[src/rtl/timer8_pkg.sv]
package timer8_pkg;

  typedef enum logic [1:0] {
    OM_HOLD   = 2'b00,
    OM_TOGGLE = 2'b01,
    OM_CLEAR  = 2'b10,
    OM_SET    = 2'b11
  } pinAct_e;

  localparam logic [1:0] WM_CTC = 2'b10;

  localparam logic [1:0] ADDR_CNT = 2'd0;
  localparam logic [1:0] ADDR_CMP = 2'd1;
  localparam logic [1:0] ADDR_CTL = 2'd2;
  localparam logic [1:0] ADDR_FLG = 2'd3;

  localparam int CTL_WM_LO  = 0;
  localparam int CTL_OM_LO  = 2;
  localparam int CTL_FORCE  = 7;
  localparam int FLG_OVF    = 0;
  localparam int FLG_CMP    = 1;

  typedef struct packed {
    logic    loadCnt;
    logic    advance;
    logic    clearCnt;
    logic    pinApply;
    pinAct_e pinAct;
  } dpStrobe_t;

endpackage

[src/rtl/timer8_ctrl.sv]
module timer8_ctrl
  import timer8_pkg::*;
#(
  parameter int W = 8
) (
  input  logic         clk,
  input  logic         rst_n,
  input  logic         tickEn,
  input  logic         wrEn,
  input  logic [1:0]   wrAddr,
  input  logic [W-1:0] wrData,
  input  logic [W-1:0] cntVal,
  output dpStrobe_t    strobe,
  output logic         ovfFlag,
  output logic         cmpFlag
);

  localparam logic [W-1:0] CNT_MAX = {W{1'b1}};

  logic [W-1:0] cmpReg;
  logic [1:0]   waveMode;
  pinAct_e      outMode;
  logic         suppress;

  logic wrCnt, wrCmp, wrCtl, wrFlg;
  logic matchNow, forceNow, ctcMode, wrapNow;

  assign wrCnt = wrEn && (wrAddr == ADDR_CNT);
  assign wrCmp = wrEn && (wrAddr == ADDR_CMP);
  assign wrCtl = wrEn && (wrAddr == ADDR_CTL);
  assign wrFlg = wrEn && (wrAddr == ADDR_FLG);

  assign ctcMode  = (waveMode == WM_CTC);
  assign matchNow = tickEn && !wrCnt && !suppress && (cntVal == cmpReg);
  assign forceNow = wrCtl && wrData[CTL_FORCE];
  assign wrapNow  = tickEn && !wrCnt && (cntVal == CNT_MAX);

  always_comb begin
    strobe.loadCnt  = wrCnt;
    strobe.advance  = tickEn && !wrCnt;
    strobe.clearCnt = matchNow && ctcMode;
    strobe.pinApply = matchNow || forceNow;
    strobe.pinAct   = forceNow ? pinAct_e'(wrData[CTL_OM_LO +: 2]) : outMode;
  end

  always_ff @(posedge clk or negedge rst_n) begin
    if (!rst_n) begin
      cmpReg   <= '0;
      waveMode <= 2'b00;
      outMode  <= OM_HOLD;
    end else begin
      if (wrCmp) cmpReg <= wrData;
      if (wrCtl) begin
        waveMode <= wrData[CTL_WM_LO +: 2];
        outMode  <= pinAct_e'(wrData[CTL_OM_LO +: 2]);
      end
    end
  end

  always_ff @(posedge clk or negedge rst_n) begin
    if (!rst_n) begin
      suppress <= 1'b0;
    end else if (wrCnt) begin
      suppress <= 1'b1;
    end else if (tickEn) begin
      suppress <= 1'b0;
    end
  end

  always_ff @(posedge clk or negedge rst_n) begin
    if (!rst_n) begin
      ovfFlag <= 1'b0;
      cmpFlag <= 1'b0;
    end else begin
      if (wrapNow) ovfFlag <= 1'b1;
      else if (wrFlg && wrData[FLG_OVF]) ovfFlag <= 1'b0;
      if (matchNow) cmpFlag <= 1'b1;
      else if (wrFlg && wrData[FLG_CMP]) cmpFlag <= 1'b0;
    end
  end

  assert_ovf_sticky_R4: assert property (@(posedge clk) disable iff (!rst_n)
    ovfFlag && !(wrFlg && wrData[FLG_OVF]) |=> ovfFlag);

  assert_cmp_set_R6: assert property (@(posedge clk) disable iff (!rst_n)
    tickEn && !wrCnt && !suppress && (cntVal == cmpReg) |=> cmpFlag);

  assert_force_noflag_R9: assert property (@(posedge clk) disable iff (!rst_n)
    forceNow && !cmpFlag && !matchNow |=> !cmpFlag);

  assert_write_suppress_R10: assert property (@(posedge clk) disable iff (!rst_n)
    wrCnt |=> !(strobe.pinApply && !wrCtl));

endmodule

[src/rtl/timer8_dp.sv]
module timer8_dp
  import timer8_pkg::*;
#(
  parameter int W = 8
) (
  input  logic         clk,
  input  logic         rst_n,
  input  dpStrobe_t    strobe,
  input  logic [W-1:0] loadVal,
  output logic [W-1:0] cntVal,
  output logic         cmpPin
);

  localparam logic [W-1:0] CNT_MAX = {W{1'b1}};

  logic [W-1:0] cntNext;
  logic         pinNext;

  always_comb begin
    cntNext = cntVal;
    if (strobe.loadCnt)       cntNext = loadVal;
    else if (strobe.advance)  cntNext = strobe.clearCnt ? '0 : cntVal + 1'b1;
  end

  always_comb begin
    pinNext = cmpPin;
    if (strobe.pinApply) begin
      unique case (strobe.pinAct)
        OM_TOGGLE: pinNext = !cmpPin;
        OM_CLEAR:  pinNext = 1'b0;
        OM_SET:    pinNext = 1'b1;
        default:   pinNext = cmpPin;
      endcase
    end
  end

  always_ff @(posedge clk or negedge rst_n) begin
    if (!rst_n) begin
      cntVal <= '0;
      cmpPin <= 1'b0;
    end else begin
      cntVal <= cntNext;
      cmpPin <= pinNext;
    end
  end

  assert_hold_R2: assert property (@(posedge clk) disable iff (!rst_n)
    !strobe.advance && !strobe.loadCnt |=> $stable(cntVal));

  assert_wrap_R3: assert property (@(posedge clk) disable iff (!rst_n)
    strobe.advance && !strobe.loadCnt && !strobe.clearCnt && (cntVal == CNT_MAX) |=> cntVal == '0);

  assert_ctc_clear_R5: assert property (@(posedge clk) disable iff (!rst_n)
    strobe.advance && !strobe.loadCnt && strobe.clearCnt |=> cntVal == '0);

  assert_pin_hold_R7: assert property (@(posedge clk) disable iff (!rst_n)
    !(strobe.pinApply && strobe.pinAct != OM_HOLD) |=> $stable(cmpPin));

endmodule

[src/rtl/timer8_cmp.sv]
module timer8_cmp
  import timer8_pkg::*;
#(
  parameter int W = 8
) (
  input  logic         clk,
  input  logic         rst_n,
  input  logic         tickEn,
  input  logic         wrEn,
  input  logic [1:0]   wrAddr,
  input  logic [W-1:0] wrData,
  output logic [W-1:0] cntVal,
  output logic         cmpPin,
  output logic         ovfFlag,
  output logic         cmpFlag
);

  dpStrobe_t strobe;

  timer8_ctrl #(.W(W)) u_ctrl (
    .clk     (clk),
    .rst_n   (rst_n),
    .tickEn  (tickEn),
    .wrEn    (wrEn),
    .wrAddr  (wrAddr),
    .wrData  (wrData),
    .cntVal  (cntVal),
    .strobe  (strobe),
    .ovfFlag (ovfFlag),
    .cmpFlag (cmpFlag)
  );

  timer8_dp #(.W(W)) u_dp (
    .clk     (clk),
    .rst_n   (rst_n),
    .strobe  (strobe),
    .loadVal (wrData),
    .cntVal  (cntVal),
    .cmpPin  (cmpPin)
  );

endmodule

[config.mk]
export PLATFORM = sky130hd
export DESIGN_NAME = timer8_cmp
export DESIGN_NICKNAME = d
export VERILOG_FILES = /design/src/rtl/timer8_pkg.sv /design/src/rtl/timer8_ctrl.sv /design/src/rtl/timer8_dp.sv /design/src/rtl/timer8_cmp.sv
export SDC_FILE = /design/constraint.sdc
export NUM_CORES = 1
export LEC_CHECK = 0
export ABC_AREA = 0
export BUFFER_PORTS_ARGS = -buffer_cell sky130_fd_sc_hd__buf_2
export CAP_MARGIN = 20
export CORE_MARGIN = 8
export CORE_UTILIZATION = 44
export DETAILED_ROUTE_END_ITERATION = 7
export PLACE_DENSITY = 0.65
export REMOVE_ABC_BUFFERS = 1
export SKIP_LAST_GASP = 1
export SLEW_MARGIN = 15
export SYNTH_ARGS = -nofsm -noshare
export SYNTH_HDL_FRONTEND = slang
export SYNTH_SLANG_ARGS = --single-unit
[constraint.sdc]
create_clock -name clk -period 3.8 [get_ports clk]
set_input_delay 0.57 -clock clk [delete_from_list [all_inputs] [get_ports clk]]
set_output_delay 0.57 -clock clk [all_outputs]
set_load 0.05 [all_outputs]
Word level (Yosys, flattened, before mapping)
Cells that the tools add are included.
{ "word_totals": {"regBits": 24, "latch_bits": 0, "mem_bits_rw": 0, "romBits": 0, "in_bits": 14, "output_inout_bits": 11, "wordCells": 52, "n_memories": 0} }
{ "classes": {"add_sub_neg": 1, "n_mul": 0, "div": 0, "magnitude_cmp": 0, "n_eq_ne": 9, "shift": 0, "muxes": 11, "n_bitwise": 0, "n_reduce_logical": 23} }
{ "op_table": {"columns": ["operator", "count"], "rows": [
  ["$mux 8", 3],
  ["$logic_and 1x1->1", 12],
  ["$eq 2x2->1 const B", 5],
  ["$add 8x1->8 const B", 1],
  ["$eq 8x8->1", 1],
  ["$eq 8x8->1 const B", 1],
  ["$reduce_bool 2->1", 4],
  ["$mux 1", 6],
  ["$eq 2x1->1 const B", 2],
  ["$logic_not 1->1", 3],
  ["$pmux 1 s3", 1],
  ["$reduce_bool 3->1", 1],
  ["$logic_not 2->1", 1],
  ["$mux 2", 1],
  ["$reduce_and 2->1", 1],
  ["$logic_or 1x1->1", 1]
]} }

Longest topological paths before layout
{ "logic_depth": {"word_depth": 10, "mapped_depth": 6, "ltp_nobuf": 6} }

By module
From an unflattened synthesis, not the netlist that was laid out.
{ "unflattened": {"hier_cells": 122, "area_unflattened_um2": 1313.8} }
{ "modules_own_cells": {"columns": ["mod", "instances", "cells_per_inst", "area_each_um2", "seq_area_each_um2"], "rows": [
  ["timer8_ctrl", 1, 60, 750.7, 375.4],
  ["timer8_dp", 1, 62, 563.0, 225.2]
]} }

Least setup slack after synthesis
No wires, ideal clock.
{ "synth_path": {"path_kind": "reg2reg", "start": "register u_dp.cntVal[4]", "end": "register u_dp.cmpPin", "setup_ns": 0.095, "arrival_time_ns": 1.675, "required_ns": 3.705, "path_slack_ns": 2.029, "path_stages_with_launch": 6, "path_buffers": 0, "period_less_slack_ns": 1.771, "cell_sequence": "dfrtp_1 -> nor2b_1 -> nor3_4 -> nand2_2 -> o41a_1 -> o31ai_1"} }
{ "synth_between": {"elab_chain_len": 4} }
{ "synth_rtl": {"columns": ["item", "line", "text"], "rows": [
  ["from (decl)", "timer8_dp.sv:10", "output logic [W-1:0] cntVal,"],
  ["from (signal assigned)", "timer8_dp.sv:42", "cntVal <= cntNext;"],
  ["$eq 8x8->1", "timer8_ctrl.sv:34", "assign matchNow = tickEn && !wrCnt && !suppress && (cntVal == cmpReg);"],
  ["$logic_and 1x1->1", "timer8_ctrl.sv:34", null],
  ["$logic_or 1x1->1", "timer8_ctrl.sv:42", "strobe.pinApply = matchNow || forceNow;"],
  ["$reduce_and 2->1 (no source line)", null, null],
  ["to (signal assigned)", "timer8_dp.sv:43", "cmpPin <= pinNext;"],
  ["to (decl)", "timer8_dp.sv:11", "output logic cmpPin"]
]} }
Every way passes these cells.
A chain may end at the register's enable or synchronous reset.

Worst setup path in the final report
{ "layout_path": {"start": "register u_dp.cntVal[3]", "end": "register u_dp.cmpPin"} }
The elaborated chain is that of the path after synthesis.

==> run_results.csv <==
group,metric,value,unit
status,status,"finished, final reports clean",
finish,areaGrowthSynthToFinish,12.9,%
clocking,clk_pin_slew_worst_paths,0.14,ns
finish,multi_input_area,731,um2
clocking,clockRootBuffer,"clkbuf_4",
clocking,cts_buffers,3,
routing,drc,0,
sta,worst_pin_slew,1.08,ns
synthesis,synth-simple-area-share,0.276,
synthesis,synthAdderAreaFrac,0.00912,
worst_setup_path,regToRegSetupSlack,1.76,ns
worst_setup_path,rr_worst_depth,5,
sta,fmax,491,MHz
synthesis,synth_top_area_frac,0.438,
placed_design,dp_hpwl,2340,um
finish,final_nets,178,
sta,setup_viol,0,
worst_setup_path,endpoint,"u_dp.cmpPin",
synthesis,yosysTopAreaCell,"dfrtp_1",
clocking,clock_latency,0.31,ns
worst_setup_path,critPathMaxFanout,11,
worst_setup_path,cp-start-kind,"flop",
worst_setup_path,cp-end-kind,"flop",
sta,period_needed,2.04,ns
synthesis,ys_top_cells_by_area,"dfrtp_1 (44%), mux2_2 (9.0%), nor3b_1 (3.8%)",
floorplanning,dieArea,5160,um2
worst_setup_path,r2r-end,"u_dp.cmpPin",
clocking,tritoncts,"yes",
finish,n_fill_cell,293,
clocking,cts_setup_buffers,0,
clocking,clockBufferDepth,2,
routing,first_pass_iters,4,
worst_setup_path,path_class,"reg2reg",
floorplanning,die_y,71.8,um
min_path,hp-class,"in2async",
synthesis,synth_xor_area_frac,0.0511,
synthesis,netlist_area,1370,um2
sta,skew,0.00387,ns
floorplanning,initial_core_util,0.457,
finish,final-seq-area,601,um2
sta,slew_headroom,0.276,
sta,finalSetupTns,0,ns
floorplanning,coreArea,3000,um2
sta,hold_viol_final,0,
global_route,grt.overflow.total,0,
routing,wl_per_cell,16.5,um
power_and_ir_drop,power-per-cell-area,629,nW/um2
finish,num_antenna_cells,0,
routing,num_vias,1168,
global_route,grt_pass1_wl,5460,um
global_route,grt_pass1_vias,1162,
finish,final_area,1550,um2
routing,drt_iter0_drc,64,
finish,fin_util,0.515,
placed_design,gp_congestion,0.763,
routing,avgViaCountPerCell,5.99,
finish,drive_gt1_frac,0.259,
global_route,grt_use_total,0.128,
worst_setup_path,timing.rr.start,"u_dp.cntVal[3]",
power_and_ir_drop,power.leakage,0.643,nW
synthesis,synth_compound_area_frac,0.106,
clocking,cts_sinks,24,
synthesis,yosysWarnings,0,
global_route,grt_max_degree,25,
global_route,antenna_found_initial,0,
synthesis,avgSynthCellArea,9.87,um2
clocking,cts_hold_buf,0,
finish,mostFrequentLayoutCells,"buf_2 (24), dfrtp_1 (24), nand2_1 (13), mux2_2 (11), a21oi_1 (8)",
power_and_ir_drop,finalPower,974,uW
sta,rsz0062_at_grt,"false",
flow_run,cap_viol_max_count,0,
synthesis,synth_top_family_by_area,"simple AND/OR/NAND/NOR gates",
floorplanning,rows,20,
synthesis,yosys-mux-area-fraction,0.0903,
synthesis,seq_area_frac_synth,0.438,
placed_design,port_buffers,24,
routing,routed_wl,3230,um
synthesis,synthCells,139,
placed_design,placed_area,1510,um2
worst_setup_path,crit_path_start,"u_dp.cntVal[3]",
floorplanning,ios,25,
clocking,postCtsResizedCells,0,
sta,whs,0.218,ns
synthesis,synth_cell_types,34,
worst_setup_path,critical_path_arrival,2.27,ns
clocking,cts_htree_levels,1,
routing,postRouteAntennaNets,0,
synthesis,ys_seq_elements,24,
sta,fin_crit_sh,0.537,
power_and_ir_drop,vdd_drop_max,266,uV
floorplanning,die_x,71.8,um
worst_setup_path,worstPathRequired,4.04,ns
sta,slew_violations,0,
[through the flow]
step / setup slack [ns] / std cells
after floorplan: 1.78 / 134
after global placement: 1.77 / 191
after detailed placement: 1.71 / 191
after CTS: 1.77 / 195
after global routing: 1.66 / 195
final: 1.76 / 195
[registers in the layout (all words and copies together) (netlist names)]
signal and flops:
u_dp.cntVal 8, u_ctrl.outMode 2, u_ctrl.suppress 1, u_ctrl.ovfFlag 1
u_ctrl.waveMode 2, u_ctrl.cmpReg 8, u_dp.cmpPin 1, u_ctrl.cmpFlag 1
[cells by family (layout without fill, tap and decap cells)]
group	count (synthesis)	after routing
and+or+nand+nor	61	61
AOI/OAI and AO/OA	24	24
DFF	24	24
muxes	11	11
buffers and inverters	10	33
xor gates and xnor gates	8	8
adders and majority gates	1	1
[cell type report]
cell class,instances,area share
Clock buffer,4,0.0234
Timing Repair Buffer,24,0.0776
Tap cell,33,0.0267
Inverter,5,0.0121
Sequential cell,24,0.388
Multi-Input combinational cell,105,0.472
[synthesized netlist by cell type]
cell and count:
dfrtp_1 24, nand2_1 13, mux2_2 11, a21oi_1 8
nor3b_1 7, and3_1 6, o22ai_1 6, inv_1 5
nand4_1 5, nor4b_1 5, nand3b_1 4, xnor2_1 4
xor2_1 4, clkbuf_1 3, nand2b_1 3, nand3_1 3
nor2_1 3, nor3_1 3, o21ai_1 3, buf_2 2
nor4_1 2, o211ai_1 2, o31ai_1 2, a31oi_1 1
and2_1 1, ha_1 1, nand2_2 1, nor2b_1 1
nor3_4 1, nor3b_2 1, o21ai_0 1, o41a_1 1
or2_1 1, or3b_1 1
[routing by layer]
| layer | routed length, um | global-route usage |
|---|---|---|
| met5 | 0 | 0 |
| met1 | 1470 | 0.163 |
| met4 | 45 | 0.0499 |
| met3 | 194 | 0.0307 |
| met2 | 1510 | 0.203 |
[where the power goes]
| part | leakage (nW) | internal (mW) | switching (mW) | total [mW] |
|---|---|---|---|---|
| registers | 0.281 | 0.318 | 0.0803 | 0.399 |
| clock network | 0.0210 | 0.0585 | 0.0786 | 0.137 |
| logic | 0.341 | 0.156 | 0.283 | 0.438 |
| total | 0.643 | 0.533 | 0.442 | 0.974 |
[how the worst min path moves through the flow]
stage	start	endpoint	slack, ns	cells past startpoint
floorplan	rst_n	u_ctrl.cmpFlag	0.27	0
global placement	u_ctrl.cmpFlag	u_ctrl.cmpFlag	0.48	2
detailed placement	u_ctrl.cmpFlag	u_ctrl.cmpFlag	0.47	2
CTS	rst_n	u_dp.cntVal[5]	0.22	1
global route	rst_n	u_dp.cntVal[5]	0.25	1
finish	rst_n	u_ctrl.cmpReg[6]	0.22	1
[worst max-delay path, stage by stage, from the launching register on]
cell and delay, ns:
dfrtp_1 0.48, xor2_1 0.17, a21oi_1 0.12, nand4_1 0.42, o41a_1 0.54, o31ai_1 0.22
Note: power is estimated with default switching activity, not from simulation.
